File: config.mk
export PLATFORM = sky130hd
export DESIGN_NAME = bus_strobe_gen
export DESIGN_NICKNAME = d
export VERILOG_FILES = /design/src/rtl/strobe_pkg.sv /design/src/rtl/cycle_seq.sv /design/src/rtl/strobe_dp.sv /design/src/rtl/bus_strobe_gen.sv
export SDC_FILE = /design/constraint.sdc
export NUM_CORES = 1
export LEC_CHECK = 0
export ABC_AREA = 1
export BUFFER_PORTS_ARGS = -buffer_cell sky130_fd_sc_hd__buf_2
export CAP_MARGIN = 10
export CORE_MARGIN = 3
export CORE_UTILIZATION = 35
export DETAILED_ROUTE_END_ITERATION = 6
export PLACE_DENSITY = 0.7
export SLEW_MARGIN = 20
export SYNTH_ARGS = -nofsm -noshare
export SYNTH_HDL_FRONTEND = slang
export SYNTH_SLANG_ARGS = --single-unit
File: constraint.sdc
create_clock -name clk -period 1.6 [get_ports clk]
set_input_delay 0.32 -clock clk [delete_from_list [all_inputs] [get_ports clk]]
set_output_delay 0.32 -clock clk [all_outputs]
set_load 0.005 [all_outputs]
File: src/rtl/strobe_pkg.sv
package strobe_pkg;
  localparam int NUM_STATES = 6;
  localparam int STATE_W    = $clog2(NUM_STATES);

  typedef struct packed {
    logic [STATE_W-1:0] nxtState;
    logic               nxtPhase;
    logic               lastTick;
  } seqStrobe_t;
endpackage

File: src/rtl/cycle_seq.sv
module cycle_seq
  import strobe_pkg::*;
(
  input  logic               clk,
  input  logic               arst_n,
  output logic [STATE_W-1:0] stateIdx,
  output logic               phaseIdx,
  output seqStrobe_t         strobes
);
  localparam logic [STATE_W-1:0] LAST_STATE = STATE_W'(NUM_STATES - 1);

  always_comb begin
    strobes.lastTick = (stateIdx == LAST_STATE) && phaseIdx;
    strobes.nxtPhase = ~phaseIdx;
    if (!phaseIdx)             strobes.nxtState = stateIdx;
    else if (strobes.lastTick) strobes.nxtState = '0;
    else                       strobes.nxtState = stateIdx + 1'b1;
  end

  always_ff @(posedge clk or negedge arst_n) begin
    if (!arst_n) begin
      stateIdx <= '0;
      phaseIdx <= 1'b0;
    end else begin
      stateIdx <= strobes.nxtState;
      phaseIdx <= strobes.nxtPhase;
    end
  end
endmodule

File: src/rtl/strobe_dp.sv
module strobe_dp
  import strobe_pkg::*;
#(
  parameter int QUAL_CYCLES = 2,
  parameter int ALE_ST_A    = 0,
  parameter int ALE_ST_B    = 3,
  parameter int PSEN_ST_A   = 1,
  parameter int PSEN_ST_B   = 4,
  parameter int AUX_W       = 8
) (
  input  logic             clk,
  input  logic             arst_n,
  input  seqStrobe_t       strobes,
  input  logic             rstPin,
  input  logic             extCode_n,
  input  logic             xdataCycle,
  input  logic             codeReadCycle,
  input  logic             auxWrEn,
  input  logic [AUX_W-1:0] auxWrData,
  output logic [AUX_W-1:0] auxRegData,
  output logic             ale,
  output logic             psen_n,
  output logic             coreRst
);
  localparam int CNT_W = $clog2(QUAL_CYCLES + 1);
  localparam logic [CNT_W-1:0] CNT_FULL = CNT_W'(QUAL_CYCLES);

  logic             curX, curC, aleOff, cleanCyc;
  logic [CNT_W-1:0] qualCnt;
  logic             aleEnable, aleNext, psenNext_n, atA, atB;

  always_comb begin
    atA = (strobes.nxtState == STATE_W'(ALE_ST_A)) && strobes.nxtPhase;
    atB = (strobes.nxtState == STATE_W'(ALE_ST_B)) && strobes.nxtPhase;
    aleEnable  = !aleOff || !extCode_n || curX || curC;
    aleNext    = aleEnable && ((atA && !curX) || atB);
    psenNext_n = !(!extCode_n && !curX &&
                   ((strobes.nxtState == STATE_W'(PSEN_ST_A)) ||
                    (strobes.nxtState == STATE_W'(PSEN_ST_B))));
  end

  always_ff @(posedge clk or negedge arst_n) begin
    if (!arst_n) begin
      curX     <= 1'b0;
      curC     <= 1'b0;
      aleOff   <= 1'b0;
      ale      <= 1'b0;
      psen_n   <= 1'b1;
      qualCnt  <= '0;
      cleanCyc <= 1'b1;
    end else begin
      ale    <= aleNext;
      psen_n <= psenNext_n;
      if (auxWrEn) aleOff <= auxWrData[0];
      if (strobes.lastTick) begin
        curX     <= xdataCycle;
        curC     <= codeReadCycle;
        cleanCyc <= 1'b1;
        if (cleanCyc && rstPin) begin
          if (qualCnt != CNT_FULL) qualCnt <= qualCnt + 1'b1;
        end else begin
          qualCnt <= '0;
        end
      end else if (!rstPin) begin
        cleanCyc <= 1'b0;
        qualCnt  <= '0;
      end
    end
  end

  assign coreRst    = (qualCnt == CNT_FULL);
  assign auxRegData = {{(AUX_W-1){1'b0}}, aleOff};
endmodule

File: src/rtl/bus_strobe_gen.sv
module bus_strobe_gen
  import strobe_pkg::*;
#(
  parameter int QUAL_CYCLES = 2,
  parameter int AUX_W       = 8
) (
  input  logic             clk,
  input  logic             arst_n,
  input  logic             rstPin,
  input  logic             extCode_n,
  input  logic             xdataCycle,
  input  logic             codeReadCycle,
  input  logic             auxWrEn,
  input  logic [AUX_W-1:0] auxWrData,
  output logic [AUX_W-1:0] auxRegData,
  output logic             ale,
  output logic             psen_n,
  output logic             coreRst,
  output logic [2:0]       stateIdx,
  output logic             phaseIdx
);
  seqStrobe_t strobes;

  cycle_seq u_seq (
    .clk      (clk),
    .arst_n   (arst_n),
    .stateIdx (stateIdx),
    .phaseIdx (phaseIdx),
    .strobes  (strobes)
  );

  strobe_dp #(.QUAL_CYCLES(QUAL_CYCLES), .AUX_W(AUX_W)) u_dp (
    .clk           (clk),
    .arst_n        (arst_n),
    .strobes       (strobes),
    .rstPin        (rstPin),
    .extCode_n     (extCode_n),
    .xdataCycle    (xdataCycle),
    .codeReadCycle (codeReadCycle),
    .auxWrEn       (auxWrEn),
    .auxWrData     (auxWrData),
    .auxRegData    (auxRegData),
    .ale           (ale),
    .psen_n        (psen_n),
    .coreRst       (coreRst)
  );
endmodule

==> impl_metrics.csv <==
group,metric,value,unit
timing,rsz0062_at_grt,"no",
timing,post-route-period-util,0.8372,
cts,clk_pin_slew,70,ps
grt,grt_pass1_wl,2090,microns
power_and_ir_drop,pwr-share-clk,0.353,
routing,vias,521,
power_and_ir_drop,ir_worst_vdd,0.4024,mV
routing,first_pass_iters,4,
power_and_ir_drop,seqPwrFrac,0.572,
placed_design,dpl_cell_area,754.5,sq um
routing,wl_per_cell,9.549,microns
finish,ff_latch_area,302.8,sq um
floorplan,num_rows,15,
power_and_ir_drop,power_switching_share,0.2270,
synth,synth_top_cells_by_count,"nand2_1 (20), dfrtp_1 (10), buf_4 (8), inv_1 (8), nand3_1 (6)",
setup_path,crit_required,1280,ps
timing,hold_viol_final,0,
floorplan,initial_core_util,0.3868,
timing,fmax,0.7465,GHz
synth,avgSynthCellArea,8.711,sq um
setup_path,path_class,"register to primary output",
synth,synthMostInstantiatedCell,"nand2_1",
synth,async_reset_ff_frac,1.000,
timing,period_needed,1340,ps
cts,postCtsResizedCells,0,
placed_design,numPortBuffers,15,
placed_design,dp_hpwl,929.1,microns
setup_path,cp_max_fo,2,
grt,grt_max_degree,13,
setup_path,worstPathCellList,"inv_1, ha_1, buf_2",
grt,gr-usage-all-layers,0.1085,
setup_path,crit_path_end_kind,"primary output",
power_and_ir_drop,pwr-share-comb,0.075,
synth,synth-seq-cells,12,
timing,drv_slew,0,
finish,n_antenna_cell,0,
finish,area_delta_synth_final,13.46,%
synth,yosysSeqAreaShare,0.4345,
cts,cts_root_buf,"clkbuf_4",
synth,synth_edf_count,0,
flow_run,cap_violations,0,
routing,vias_per_cell,4.270,
setup_path,start_kind,"register",
timing,skew,7.901,ps
power_and_ir_drop,p_int,0.4273,mW
finish,fin_cells,122,
power_and_ir_drop,finalPower,0.5528,mW
synth,yosys-top-cells-area,"dfrtp_1 (36%), nand2_1 (11%), buf_4 (8.6%)",
routing,drt-total-wl,1165,microns
cts,numCtsBuffers,3,
timing,setup_viol,0,
placed_design,place_congestion,0.8180,
synth,synth_ff_type,"dfrtp_1",
finish,nNetsFinal,116,
power_and_ir_drop,power.density,699.0,nW/um^2
synth,syn_area,696.9,sq um
routing,drcViolationCount,0,
cts,worstSkewPairLatency,270,ps
setup_path,slowest_delay,380,ps
floorplan,die_height,50.62,microns
worst_hold_path,hold_class,"input pin to register",
finish,final_util,0.4389,
cts,cts_tree,"done",
synth,ys_types,23,
floorplan,die_w,50.62,microns
synth,ys_warn_count,0,
finish,drive_gt1_frac,0.3299,
grt,grt_overflow,0,
floorplan,core-area,1802,sq um
floorplan,io_pins,30,
setup_path,arrival,1020,ps
routing,ant_nets,0,
timing,setup_tns,0,ps
grt,antenna_found_initial,0,
cts,clockBufferDepth,2,
cts,htree_levels,1,
placed_design,placed_cells,117,
finish,fin_area,790.8,sq um
power_and_ir_drop,switchingPower,0.1255,mW
synth,synth_top_area_frac,0.3591,
setup_path,slowest_stage,"dfrtp_1",
power_and_ir_drop,total_leakage_power,0.4325,nW
synth,postSynthCellCount,80,
floorplan,dieArea,2562,sq um
finish,nFillCells,193,
cts,cts_setup_buffers,0,
routing,initialDrtViolationCount,5,
run_status,outcome,"complete, no violations",
finish,multiInputGateArea,301.5,sq um
cts,clkSinkCount,12,
grt,grt_pass1_vias,512,
synth,yosys.area.top_type,"dfrtp_1",
## what timing repair did
action	in CTS	in global routing
hold buffers	1	0
setup endpoints to repair	0	0
hold endpoints to repair	10	0
## path summary, 6_finish.rpt
kind	from	to	slack, ps	depth (start not counted)
max	u_dp.qualCnt[0]	coreRst	260	3
min	codeReadCycle	u_dp.curC	240	3
max reg2reg	u_seq.stateIdx[0]	u_dp.ale	290	8
min reg2reg	u_dp.curC	u_dp.curC	480	2
max in group asynchronous	arst_n	u_dp.cleanCyc	880	2
min in group asynchronous	arst_n	u_seq.stateIdx[2]	440	2
## flip-flops by register name, summed over array words and instances (netlist names)
name,flops
u_dp.curC,1
u_seq.stateIdx,3
u_dp.psen_n,1
u_dp.ale,1
u_dp.curX,1
u_dp.aleOff,1
u_seq.phaseIdx,1
u_dp.qualCnt,2
u_dp.cleanCyc,1
## cell families after synthesis
family | synth area share
adder cells (fa/ha/maj) | 0.05387
flip-flops | 0.4345
other | 0.005381
AND/OR/NAND/NOR | 0.2980
buffers and inverters | 0.1652
multiplexers | 0.01616
AO/OA/AOI/OAI | 0.02692
## cell type report
| class | instances | area share |
|---|---|---|
| repair buffers | 16 | 0.1076 |
| clock buffers | 4 | 0.03323 |
| flip-flops and latches | 12 | 0.3829 |
| inverters | 11 | 0.05538 |
| well taps | 25 | 0.03956 |
| multi-input cells | 54 | 0.3813 |
## through the flow
step	hold WS, ps	setup WS (ps)
4_1_cts	233.6	247.8
5_1_grt	266.9	165.1
2_1_floorplan	24.41	425.1
3_5_place_dp	209.2	306.9
6_report	241.9	260.5
3_3_place_gp	210.1	333.7
## power groups by stage
| stage | Clock (mW) | Combinational [mW] | Sequential (mW) |
|---|---|---|---|
| 2_1_floorplan | 0 | 0.0339 | 0.322 |
| 3_3_place_gp | 0 | 0.0392 | 0.322 |
| 3_5_place_dp | 0 | 0.0403 | 0.322 |
| 4_1_cts | 0.204 | 0.0423 | 0.316 |
| 5_1_grt | 0.218 | 0.0483 | 0.318 |
| 6_report | 0.195 | 0.0415 | 0.316 |
## critical path: cells and delay by family, from the launching register on
family / cells / cell delay [ps]
flops: 1 / 380
buf+inv: 2 / 200
fa+ha+maj: 1 / 170
## placed cells by master (no fill, tap or decap), drive strengths merged
| master | instances |
|---|---|
| dlygate4sd3 | 1 |
| a21oi | 1 |
| clkbuf | 4 |
| conb | 7 |
| nand2 | 24 |
| inv | 11 |
| nor3 | 2 |
| nand4 | 2 |
| nand3 | 8 |
| buf | 15 |
| nor2 | 3 |
| dfrtp | 10 |
| or2 | 1 |
| dfstp | 2 |
| ha | 3 |
| o21ai | 2 |
| mux2 | 1 |
## per-layer routing
layer,track usage,up-vias,part of all wire
li1,-,269,-
met1,0.1365,229,0.46
met2,0.1630,19,0.44
met3,0.02077,4,0.075
met4,0.08072,0,0.025
met5,0,-,0
Power figures use the tool's default switching activity.
